### config.mk
export PLATFORM = sky130hd
export DESIGN_NAME = ne_defer_tracker
export DESIGN_NICKNAME = d
export VERILOG_FILES = /design/src/rtl/ne_defer_pkg.sv /design/src/rtl/ne_align_chk.sv /design/src/rtl/ne_flag_bank.sv /design/src/rtl/ne_entry_file.sv /design/src/rtl/ne_defer_tracker.sv
export SDC_FILE = /design/constraint.sdc
export NUM_CORES = 1
export LEC_CHECK = 0
export BUFFER_PORTS_ARGS = -buffer_cell sky130_fd_sc_hd__clkbuf_2
export CORE_MARGIN = 2
export CORE_UTILIZATION = 60
export CTS_BUF_LIST = sky130_fd_sc_hd__clkbuf_16
export CTS_CLUSTER_DIAMETER = 30
export DETAILED_ROUTE_END_ITERATION = 7
export HOLD_SLACK_MARGIN = 0.06
export PLACE_DENSITY = 0.82
export SYNTH_ARGS = -nofsm -noshare
export SYNTH_HDL_FRONTEND = slang
export SYNTH_SLANG_ARGS = --single-unit
### constraint.sdc
create_clock -name clk -period 8.5 [get_ports clk]
set_input_delay 2.55 -clock clk [delete_from_list [all_inputs] [get_ports clk]]
set_output_delay 2.55 -clock clk [all_outputs]
set_load 0.01 [all_outputs]
### src/rtl/ne_defer_pkg.sv
package ne_defer_pkg;
   typedef enum logic [2:0] {
      SZ_BYTE = 3'd0,
      SZ_HALF = 3'd1,
      SZ_WORD = 3'd2,
      SZ_DBL  = 3'd3,
      SZ_QUAD = 3'd4
   } ne_size_e;
endpackage

### src/rtl/ne_align_chk.sv
module ne_align_chk
   import ne_defer_pkg::*;
#(
   parameter int IDXW = 6
) (
   input  logic [2:0]      size,
   input  logic [3:0]      addr_lo,
   input  logic [IDXW-1:0] tgt,
   output logic            mem_err,
   output logic            reg_err
);
   always_comb begin
      mem_err = 1'b0;
      reg_err = 1'b0;
      case (size)
         SZ_HALF: mem_err = addr_lo[0];
         SZ_WORD: mem_err = |addr_lo[1:0];
         SZ_DBL: begin
            mem_err = |addr_lo[2:0];
            reg_err = tgt[0];
         end
         SZ_QUAD: begin
            mem_err = |addr_lo;
            reg_err = |tgt[1:0];
         end
         default: ;
      endcase
   end
endmodule

### src/rtl/ne_flag_bank.sv
module ne_flag_bank #(
   parameter int NREG = 64,
   localparam int IDXW = $clog2(NREG),
   localparam int HALF = NREG / 2
) (
   input  logic            clk,
   input  logic            rst_n,
   input  logic            wr_en,
   input  logic [IDXW-1:0] wr_idx,
   input  logic            wr_val,
   input  logic            wipe_hi,
   input  logic            wipe_lo,
   output logic [NREG-1:0] q
);
   for (genvar h = 0; h < 2; h++) begin : g_half
      logic [HALF-1:0] r;
      wire             wipe = (h == 1) ? wipe_hi : wipe_lo;
      always_ff @(posedge clk or negedge rst_n) begin
         if (!rst_n) begin
            r <= '0;
         end else if (wipe) begin
            r <= '0;
         end else if (wr_en && (wr_idx[IDXW-1] == h[0])) begin
            r[wr_idx[IDXW-2:0]] <= wr_val;
         end
      end
      assign q[h*HALF +: HALF] = r;
   end
endmodule

### src/rtl/ne_entry_file.sv
module ne_entry_file #(
   parameter int NENT = 8,
   parameter int IDXW = 6,
   parameter int AW   = 32,
   localparam int EW  = $clog2(NENT),
   localparam int NW  = $clog2(NENT + 1)
) (
   input  logic            clk,
   input  logic            rst_n,
   input  logic            alloc_req,
   input  logic [NW-1:0]   nen,
   input  logic            a_fp,
   input  logic [2:0]      a_size,
   input  logic [IDXW-1:0] a_tgt,
   input  logic [AW-1:0]   a_addr,
   input  logic            a_mem_err,
   input  logic            a_reg_err,
   output logic            alloc_fail,
   input  logic            clr_req,
   input  logic            clr_fp,
   input  logic            clr_all,
   input  logic [IDXW-1:0] clr_tgt,
   input  logic [EW-1:0]   rd_idx,
   output logic            rd_valid,
   output logic            rd_eav,
   output logic            rd_fp,
   output logic [2:0]      rd_size,
   output logic [IDXW-1:0] rd_tgt,
   output logic [EW-1:0]   rd_slot,
   output logic            rd_mem_err,
   output logic            rd_reg_err,
   output logic [AW-1:0]   rd_addr
);
   typedef struct packed {
      logic            valid;
      logic            eav;
      logic            fp;
      logic [2:0]      size;
      logic [IDXW-1:0] tgt;
      logic [EW-1:0]   slot;
      logic            mem_err;
      logic            reg_err;
      logic [AW-1:0]   addr;
   } slot_t;

   slot_t           ent [NENT];
   logic [NENT-1:0] grant;
   logic [NENT-1:0] vvec;

   always_comb begin
      logic found;
      found = 1'b0;
      grant = '0;
      for (int i = 0; i < NENT; i++) begin
         if (!found && (NW'(i) < nen) && !ent[i].valid) begin
            grant[i] = 1'b1;
            found    = 1'b1;
         end
      end
      alloc_fail = !found;
   end

   for (genvar i = 0; i < NENT; i++) begin : g_ent
      wire kill = clr_req && ent[i].valid && (ent[i].fp == clr_fp) &&
                  (clr_all || (ent[i].tgt == clr_tgt));
      always_ff @(posedge clk or negedge rst_n) begin
         if (!rst_n) begin
            ent[i] <= '0;
         end else if (alloc_req && grant[i]) begin
            ent[i] <= '{valid: 1'b1, eav: 1'b1, fp: a_fp, size: a_size,
                        tgt: a_tgt, slot: EW'(i), mem_err: a_mem_err,
                        reg_err: a_reg_err, addr: a_addr};
         end else if (kill) begin
            ent[i] <= '0;
         end
      end
      assign vvec[i] = ent[i].valid;

      AST_SLOT_SELF: assert property (@(posedge clk) disable iff (!rst_n)
         ent[i].valid |-> (ent[i].slot == EW'(i)));
   end

   AST_ALLOC_GROWS: assert property (@(posedge clk) disable iff (!rst_n)
      (alloc_req && !alloc_fail && !clr_req) |=>
         ($countones(vvec) == $past($countones(vvec)) + 1));

   always_comb begin
      rd_valid   = ent[rd_idx].valid;
      rd_eav     = ent[rd_idx].eav;
      rd_fp      = ent[rd_idx].fp;
      rd_size    = ent[rd_idx].size;
      rd_tgt     = ent[rd_idx].tgt;
      rd_slot    = ent[rd_idx].slot;
      rd_mem_err = ent[rd_idx].mem_err;
      rd_reg_err = ent[rd_idx].reg_err;
      rd_addr    = ent[rd_idx].addr;
   end
endmodule

### src/rtl/ne_defer_tracker.sv
module ne_defer_tracker #(
   parameter int NREG = 64,
   parameter int NENT = 8,
   parameter int AW   = 32,
   localparam int IDXW = $clog2(NREG),
   localparam int EW   = $clog2(NENT),
   localparam int NW   = $clog2(NENT + 1)
) (
   input  logic            clk,
   input  logic            rst_n,
   input  logic            cfg_we,
   input  logic            cfg_valid,
   input  logic            cfg_log_en,
   input  logic [NW-1:0]   cfg_count,
   input  logic            ld_req,
   input  logic            ld_fp,
   input  logic [IDXW-1:0] ld_base_idx,
   input  logic            ld_disp_use,
   input  logic [IDXW-1:0] ld_disp_idx,
   input  logic [AW-1:0]   ld_addr,
   input  logic [2:0]      ld_size,
   input  logic [IDXW-1:0] ld_tgt,
   output logic            ld_go,
   input  logic            cm_req,
   input  logic            cm_clear_only,
   input  logic            cm_fp,
   input  logic            cm_all,
   input  logic [IDXW-1:0] cm_tgt,
   input  logic            cm_hi_avail,
   input  logic            cm_lo_avail,
   output logic            cm_exc,
   output logic            ovf_err,
   input  logic            fq_fp,
   input  logic [IDXW-1:0] fq_idx,
   output logic            fq_flag,
   input  logic [EW-1:0]   rd_idx,
   output logic            rd_valid,
   output logic            rd_eav,
   output logic            rd_fp,
   output logic [2:0]      rd_size,
   output logic [IDXW-1:0] rd_tgt,
   output logic [EW-1:0]   rd_slot,
   output logic            rd_mem_err,
   output logic            rd_reg_err,
   output logic [AW-1:0]   rd_addr
);
   localparam int HALF = NREG / 2;

   if (NREG < 4 || (1 << IDXW) != NREG) begin : g_bad_nreg
      $error("NREG must be a power of two, at least 4");
   end
   if (NENT < 2 || (1 << EW) != NENT) begin : g_bad_nent
      $error("NENT must be a power of two, at least 2");
   end
   if (AW < 4) begin : g_bad_aw
      $error("AW must be at least 4");
   end

   // control register
   logic          ctl_valid, ctl_log;
   logic [NW-1:0] ctl_count;
   always_ff @(posedge clk or negedge rst_n) begin
      if (!rst_n) begin
         ctl_valid <= 1'b0;
         ctl_log   <= 1'b0;
         ctl_count <= '0;
      end else if (cfg_we) begin
         ctl_valid <= cfg_valid;
         ctl_log   <= cfg_log_en;
         ctl_count <= cfg_count;
      end
   end
   wire logging = ctl_valid && ctl_log;

   // alignment
   logic mem_err, reg_err;
   ne_align_chk #(.IDXW(IDXW)) u_align (
      .size(ld_size), .addr_lo(ld_addr[3:0]), .tgt(ld_tgt),
      .mem_err(mem_err), .reg_err(reg_err)
   );

   // poison banks
   logic [NREG-1:0] bank_q [2];
   wire  fault    = mem_err || reg_err;
   wire  src_flag = bank_q[ld_fp][ld_base_idx] ||
                    (ld_disp_use && bank_q[ld_fp][ld_disp_idx]);
   assign ld_go   = ld_req && (fault || !src_flag);

   wire tgt_hi  = cm_tgt[IDXW-1];
   wire cm_ok   = cm_all || (tgt_hi ? cm_hi_avail : cm_lo_avail);
   wire [NREG-1:0] cmq = bank_q[cm_fp];
   wire pending = cm_all ?
                  ((cm_hi_avail && |cmq[NREG-1:HALF]) ||
                   (cm_lo_avail && |cmq[HALF-1:0])) :
                  (cm_ok && cmq[cm_tgt]);

   for (genvar b = 0; b < 2; b++) begin : g_bank
      wire ld_here = ld_req && (ld_fp == b[0]);
      wire cm_here = cm_req && (cm_fp == b[0]);
      ne_flag_bank #(.NREG(NREG)) u_bank (
         .clk(clk), .rst_n(rst_n),
         .wr_en(ld_here || (cm_here && !cm_all && cm_ok)),
         .wr_idx(ld_here ? ld_tgt : cm_tgt),
         .wr_val(ld_here && (fault || src_flag)),
         .wipe_hi(cm_here && cm_all && cm_hi_avail),
         .wipe_lo(cm_here && cm_all && cm_lo_avail),
         .q(bank_q[b])
      );
   end

   // record table
   logic alloc_fail;
   wire  clr_req = cm_req && cm_ok && logging && (cm_clear_only || pending);
   ne_entry_file #(.NENT(NENT), .IDXW(IDXW), .AW(AW)) u_ent (
      .clk(clk), .rst_n(rst_n),
      .alloc_req(ld_req && logging), .nen(ctl_count),
      .a_fp(ld_fp), .a_size(ld_size), .a_tgt(ld_tgt), .a_addr(ld_addr),
      .a_mem_err(mem_err), .a_reg_err(reg_err), .alloc_fail(alloc_fail),
      .clr_req(clr_req), .clr_fp(cm_fp), .clr_all(cm_all), .clr_tgt(cm_tgt),
      .rd_idx(rd_idx), .rd_valid(rd_valid), .rd_eav(rd_eav), .rd_fp(rd_fp),
      .rd_size(rd_size), .rd_tgt(rd_tgt), .rd_slot(rd_slot),
      .rd_mem_err(rd_mem_err), .rd_reg_err(rd_reg_err), .rd_addr(rd_addr)
   );

   always_ff @(posedge clk or negedge rst_n) begin
      if (!rst_n) begin
         cm_exc  <= 1'b0;
         ovf_err <= 1'b0;
      end else begin
         cm_exc  <= cm_req && !cm_clear_only && logging && pending;
         ovf_err <= ld_req && logging && alloc_fail;
      end
   end

   assign fq_flag = bank_q[fq_fp][fq_idx];

   AST_ONE_OP: assert property (@(posedge clk) disable iff (!rst_n)
      !(ld_req && cm_req));
   AST_LOAD_FLAG: assert property (@(posedge clk) disable iff (!rst_n)
      ld_req |=> (bank_q[$past(ld_fp)][$past(ld_tgt)] ==
                  $past(mem_err || reg_err || !ld_go)));
   AST_COMMIT_CLR: assert property (@(posedge clk) disable iff (!rst_n)
      (cm_req && cm_ok && !cm_all) |=>
         !bank_q[$past(cm_fp)][$past(cm_tgt)]);
   AST_NO_CLR_EXC: assert property (@(posedge clk) disable iff (!rst_n)
      cm_exc |-> ($past(cm_req) && !$past(cm_clear_only)));
   AST_OVF_CAUSE: assert property (@(posedge clk) disable iff (!rst_n)
      ovf_err |-> $past(ld_req));
endmodule

* Yosys cells after proc, flatten, opt, wreduce, memory -nomap -nowiden
Index checks and enable logic that the tools add are counted.
** Storage, ports and cells
- Register bits after elaboration :: 528
- Bits in latches :: 0
- RAM bits :: 0
- Memory bits (read-only) :: 0
- Word-level logic and storage cells :: 339
- Memories kept :: 0
** Cells by class
- Add/subtract/negate cells :: 0
- Multiply operators :: 0
- Divide/modulo/power cells :: 0
- Order comparisons :: 20
- Eq/ne operators :: 20
- Shift-type cells :: 0
- Muxes and demuxes :: 73
- Bitwise gates (word level) :: 8
- Reduce and logical (&&, ||, !) cells :: 137
** Operators with widths (count)
- 49-bit two-way mux :: 18
- 64-bit two-way mux :: 9
- 32-bit two-way mux :: 8
- 49-bit binary-select mux with 3-bit select :: 1
- 32-bit bitwise mux :: 4
- 1-bit logical AND :: 83
- 32-bit OR reduction :: 2
- 6-bit equality test :: 8
- 6-bit by 7-bit < comparator with 1-bit output (second input constant) :: 4
- 1-bit binary-select mux with 6-bit select :: 4
- 2-bit nonzero test :: 12
- 1-bit two-way mux :: 23
- 1-bit logical NOT :: 19
- 1-bit logical OR :: 17
- 3-bit by 4-bit < comparator with 1-bit output (first input constant) :: 4
- 5-bit by 6-bit < comparator with 1-bit output (second input constant) :: 2
- 6-bit two-way mux :: 2
- 1-bit demux with 5-bit select :: 2
- 5-bit by 1-bit >= comparator with 1-bit output (second input constant) :: 2
- 1-bit equality test :: 8
- 1-bit by 4-bit < comparator with 1-bit output (first input constant) :: 2
- 2-bit by 4-bit < comparator with 1-bit output (first input constant) :: 2
- 3-bit by 2-bit equality test with 1-bit output (second input constant) :: 2
- 2-bit >= comparator (second input constant) :: 3
- 11 further kinds :: 17

* Longest topological paths before layout
- Word-level depth :: 33
- Mapped depth :: 15

* By module
Synthesis repeated with hierarchy kept, for this count alone.
** Second synthesis, totals
- Cell total of the unflattened synthesis :: 2959
- Area, all modules :: 30431.7 um^2
** Modules (own cells, without submodules)
- ne_entry_file :: times used 1, cells each 1911, area each 18657.9 um^2, sequential area each 9008.6 um^2
- ne_flag_bank :: times used 2, cells each 300, area each 3245.6 um^2, sequential area each 1601.5 um^2
- ne_defer_tracker :: times used 1, cells each 437, area each 5215.0 um^2, sequential area each 200.2 um^2
- ne_align_chk :: times used 1, cells each 11, area each 67.6 um^2, sequential area each 0.0 um^2

* Worst setup path before layout
OpenSTA, ideal clock, no wires.
- Path kind :: in2out
- Start point :: input fq_fp
- End point :: output fq_flag
- Data arrival time :: 5.072 ns
- Required time :: 5.950 ns
- Path slack :: 0.878 ns
- Stages on the path :: 6
- Buffers on the path :: 2
- Path through :: clkbuf_1 > buf_1 > mux4_2 > mux4_2 > mux4_2 > mux2_2
** Between the ends
- Cells in the longest elaborated chain, start to end :: 6
** RTL lines
- start, declared :: RTL line ne_defer_tracker.sv:33 : input logic fq_fp,
- 1-bit inverter with 2-bit output (implied by the code) :: RTL line ne_defer_tracker.sv:135 : assign fq_flag = bank_q[fq_fp][fq_idx];
- 64-bit two-way mux (implied by the code) (3 in a row) :: RTL line ne_defer_tracker.sv:135
- 1-bit binary-select mux with 6-bit select :: RTL line ne_defer_tracker.sv:135
- 1-bit two-way mux (implied by the code) :: RTL line ne_defer_tracker.sv:135
- end, declared :: RTL line ne_defer_tracker.sv:35 : output logic fq_flag,
No other way between the ends. The select of a mux whose other input is x is not followed.

* Worst setup path in the final report
- Start point :: input ld_fp
- End point :: output ld_go
** Between the ends
- Cells in the longest elaborated chain, start to end :: 11
** RTL lines
- start, declared :: RTL line ne_defer_tracker.sv:16 : input logic ld_fp,
- 1-bit inverter with 2-bit output (implied by the code) (*) :: RTL line ne_defer_tracker.sv:85, ne_defer_tracker.sv:86
- 64-bit two-way mux (implied by the code) (*) (3 in a row) :: RTL line ne_defer_tracker.sv:85, ne_defer_tracker.sv:86
- 1-bit binary-select mux with 6-bit select :: RTL line ne_defer_tracker.sv:86 : (ld_disp_use && bank_q[ld_fp][ld_disp_idx]);
- 1-bit two-way mux (implied by the code) :: RTL line ne_defer_tracker.sv:86
- 1-bit logical AND :: RTL line ne_defer_tracker.sv:86
- 1-bit logical OR (*) :: RTL line ne_defer_tracker.sv:85 : wire src_flag = bank_q[ld_fp][ld_base_idx] ||
- 1-bit logical NOT (*) :: RTL line ne_defer_tracker.sv:87 : assign ld_go = ld_req && (fault || !src_flag);
- 1-bit logical OR (*) :: RTL line ne_defer_tracker.sv:87
- 1-bit logical AND (*) :: RTL line ne_defer_tracker.sv:87
- end, declared :: RTL line ne_defer_tracker.sv:23 : output logic ld_go,
Every way passes the cells marked *; elsewhere a longest branch is shown, timed or not. The select of a mux whose other input is x is not followed.

==> impl_metrics.py <==
metrics = {
    "outcome": {
        "status": "completed",
    },
    "cells_and_area": {
        "final_common_cell": "dfrtp_1",
        "layout-drive-gt1-share": 0.2448,
        "fillers": 3184,
        "multi_input_area_um2": 15620,
        "post_layout_nonfiller_instances": 3296,
        "register_area_um2": 12410,
        "fin_util": 0.6969,
        "area_growth_pct": 14.17,
        "nets": 2687,
        "final_cell_mix": "496 x dfrtp_1, 408 x mux2i_1, 390 x nor2_1, 210 x mux4_2, 151 x o21ai_0",
        "design_area_um2": 33350,
    },
    "logic_synthesis": {
        "syn_avg_cell_area_um2": 11.41,
        "netlist_area_um2": 29210,
        "ys.flop_type": "dfrtp_1",
        "synth.distinct_cells": 57,
        "syn_inst": 2559,
        "async_flop_share": 1.000,
        "synth-edff-count": 0,
        "yosys_warnings": 0,
        "synth-seq-area-share": 0.4249,
        "syn-num-nets": 2646,
        "ys_seq_elements": 496,
    },
    "clock_network": {
        "htree_levels": 3,
        "cts_buffers": 96,
        "clk_pin_slew_ns": 0.05,
        "cts_tree": "done",
        "cts_resized": 0,
        "clock_path_buffers": 3,
        "cts_hold_buf": 0,
        "cts_setup_buffers": 0,
        "cts.sinks": 496,
        "root_buffer": "clkbuf_16",
        "insertion_delay_ns": 0.65,
    },
    "critical_path": {
        "crit_required_ns": 5.95,
        "critical_path.max_fanout": 29,
        "worst_path_most_repeated_cell": "buf_4",
        "slowest_stage": "o211ai_1",
        "crit_arrival_ns": 5.46,
        "worstSetupEndpointType": "output pin",
        "path_class": "in2out",
        "slowest_delay_ns": 0.46,
        "path_cells": "buf_4, buf_4, buf_4, mux2i_1, a22oi_1, nand4b_1, nand4_1, o311ai_0, buf_4, o211ai_1, a21boi_0, buf_4, clkbuf_2",
        "startpoint_type": "input port",
    },
    "grt": {
        "grt_pass1_vias": 25350,
        "grt_antenna_before_repair": 2,
        "grt_max_degree": 183,
        "grt_overflow": 0,
        "grt_pass1_wl_um": 151000,
        "grt.total_usage": 0.3973,
    },
    "timing": {
        "relSlewSlack": 0.09391,
        "hold_violations": 0,
        "max_freq_mhz": 124.8,
        "drv_slew": 0,
        "fin_ws_ns": 0.4880,
        "fin_worst_skew_ns": 0.03219,
        "rsz0062_at_grt": "false",
        "post-route-period-util": 0.9426,
        "finalSetupViolations": 0,
        "fin_crit_ns": 8.012,
        "holdWs_ns": 0.5159,
        "setup_tns_ns": 0,
        "worstMarginPinSlew_ns": 1.358,
    },
    "die": {
        "dieArea_um2": 50460,
        "coreArea_um2": 47850,
        "rows": 80,
        "die_w_um": 224.6,
        "die_h_um": 224.6,
        "start_util": 0.6105,
        "io_pins": 140,
    },
    "pwr": {
        "pwr-share-clk": 0.411,
        "p_leak_nw": 15.55,
        "p_comb_frac": 0.213,
        "internal_power_mw": 6.461,
        "p_switching_mw": 2.914,
        "p_per_area_nw_per_um2": 281.2,
        "p_total_mw": 9.376,
        "netSwitchingFraction": 0.3108,
        "vdd_ir_drop_max_v": 0.0002551,
        "power_frac_seq": 0.376,
    },
    "drt": {
        "firstDrtPassIters": 7,
        "postRouteAntennaNets": 0,
        "wl_um": 99520,
        "wl_per_cell_um": 30.19,
        "drt-initial-drc-count": 3380,
        "vias": 24250,
        "viasPerCell": 7.358,
        "drc": 0,
    },
    "placement": {
        "gp_congestion": 0.9944,
        "io_buffers": 139,
        "dp_worst_setup_slack_ns": 0.5554,
        "dpl-instance-area_um2": 30040,
        "hpwl_um": 60600,
        "place_inst": 3117,
    },
    "flow_run": {
        "cap_violations": 0,
    },
    "worst_hold_path": {
        "hold_path.class": "reg2reg",
    },
}
-- path summary, 6_finish.rpt --
kind	cells after the start	startpoint	slack, ns	endpoint
worst max-delay path	13	ld_fp	0.49	ld_go
worst min-delay path	2	u_ent.ent[215]	0.52	u_ent.ent[215]
worst max register to register	9	g_bank[1].u_bank.g_half[0].r[7]	4.24	u_ent.ent[288]
worst min register to register	2	u_ent.ent[215]	0.52	u_ent.ent[215]
max in group asynchronous	2	rst_n	4.95	u_ent.ent[253]
min in group asynchronous	1	rst_n	1.92	g_bank[0].u_bank.g_half[1].r[21]
-- power by group through the flow --
stage / Sequential, mW / Combinational, mW / Clock [mW]
2_1_floorplan: 3.31 / 1.44 / 0
3_3_place_gp: 3.42 / 1.82 / 0
3_5_place_dp: 3.49 / 1.91 / 0
4_1_cts: 3.49 / 1.99 / 3.86
5_1_grt: 3.56 / 2.16 / 3.96
6_report: 3.52 / 2.00 / 3.86
-- routing by layer --
layer  routed length (um)  share of wire  global-route usage  vias up
li1                     -              -                   -     9714
met1                35280           0.35              0.4991    12260
met2                47380           0.48              0.6293     1861
met3                11410           0.11              0.1054      415
met4                 5402          0.054              0.2241        4
met5                   46        0.00046            0.005865        -
-- cell type report --
class | count | area share
inverters | 14 | 0.001576
clock inverters | 81 | 0.02623
well taps | 615 | 0.02308
multi-input cells | 1800 | 0.4684
clock buffers | 97 | 0.07279
repair buffers | 192 | 0.03568
diodes | 1 | 0.00007504
flip-flops and latches | 496 | 0.3722
-- logic make-up (layout without fill, tap and decap cells) --
group           after synthesis  in the layout  share of synthesized area
compound gates              384            384                    0.08940
mux                         674            674                     0.3233
xor+xnor                     56             56                    0.01679
other cells                   0              1                          0
simple gates                686            686                     0.1034
buf+inv                     263            384                    0.04211
flops                       496            496                     0.4249
-- cell usage after synthesis (3+ instances only) --
cell | count | share of area
dfrtp_1 | 496 | 0.42
mux2i_1 | 408 | 0.14
nor2_1 | 394 | 0.051
mux4_2 | 210 | 0.16
o21ai_0 | 151 | 0.026
o32ai_1 | 122 | 0.037
clkbuf_1 | 109 | 0.014
nand2_1 | 93 | 0.012
buf_1 | 59 | 0.0076
mux2_2 | 56 | 0.022
nand3_1 | 53 | 0.0091
buf_2 | 47 | 0.0081
nor4_1 | 44 | 0.0094
xor2_1 | 40 | 0.012
a21oi_1 | 28 | 0.0048
nand4_1 | 22 | 0.0047
buf_4 | 19 | 0.0049
a22oi_1 | 16 | 0.0041
nor3_1 | 16 | 0.0027
xnor2_1 | 16 | 0.0048
buf_6 | 15 | 0.0058
or2_2 | 15 | 0.0032
nor2b_1 | 14 | 0.0030
inv_1 | 11 | 0.0014
o211a_1 | 10 | 0.0034
o22ai_1 | 10 | 0.0021
a31oi_1 | 8 | 0.0017
o31ai_1 | 8 | 0.0021
or3_1 | 8 | 0.0017
nand2b_1 | 7 | 0.0015
nand3b_1 | 6 | 0.0015
a21o_1 | 5 | 0.0013
a211oi_1 | 4 | 0.0010
a22o_1 | 4 | 0.0012
o21a_1 | 4 | 0.0010
and3_1 | 3 | 0.00064
clkinv_1 | 3 | 0.00039
-- sequential cells by signal, summed over array words and instances (netlist names) --
signal	flops
u_ent.ent	360
ovf_err	1
ctl_log	1
ctl_valid	1
ctl_count	4
cm_exc	1
g_bank.u_bank.g_half.r	128
-- worst max-delay path, delay by kind of cell --
family          cells  cell delay [ns]
buf+inv             6             1.51
compound gates      4             1.00
simple gates        2             0.27
mux                 1             0.11
Power figures use the tool's default switching activity.
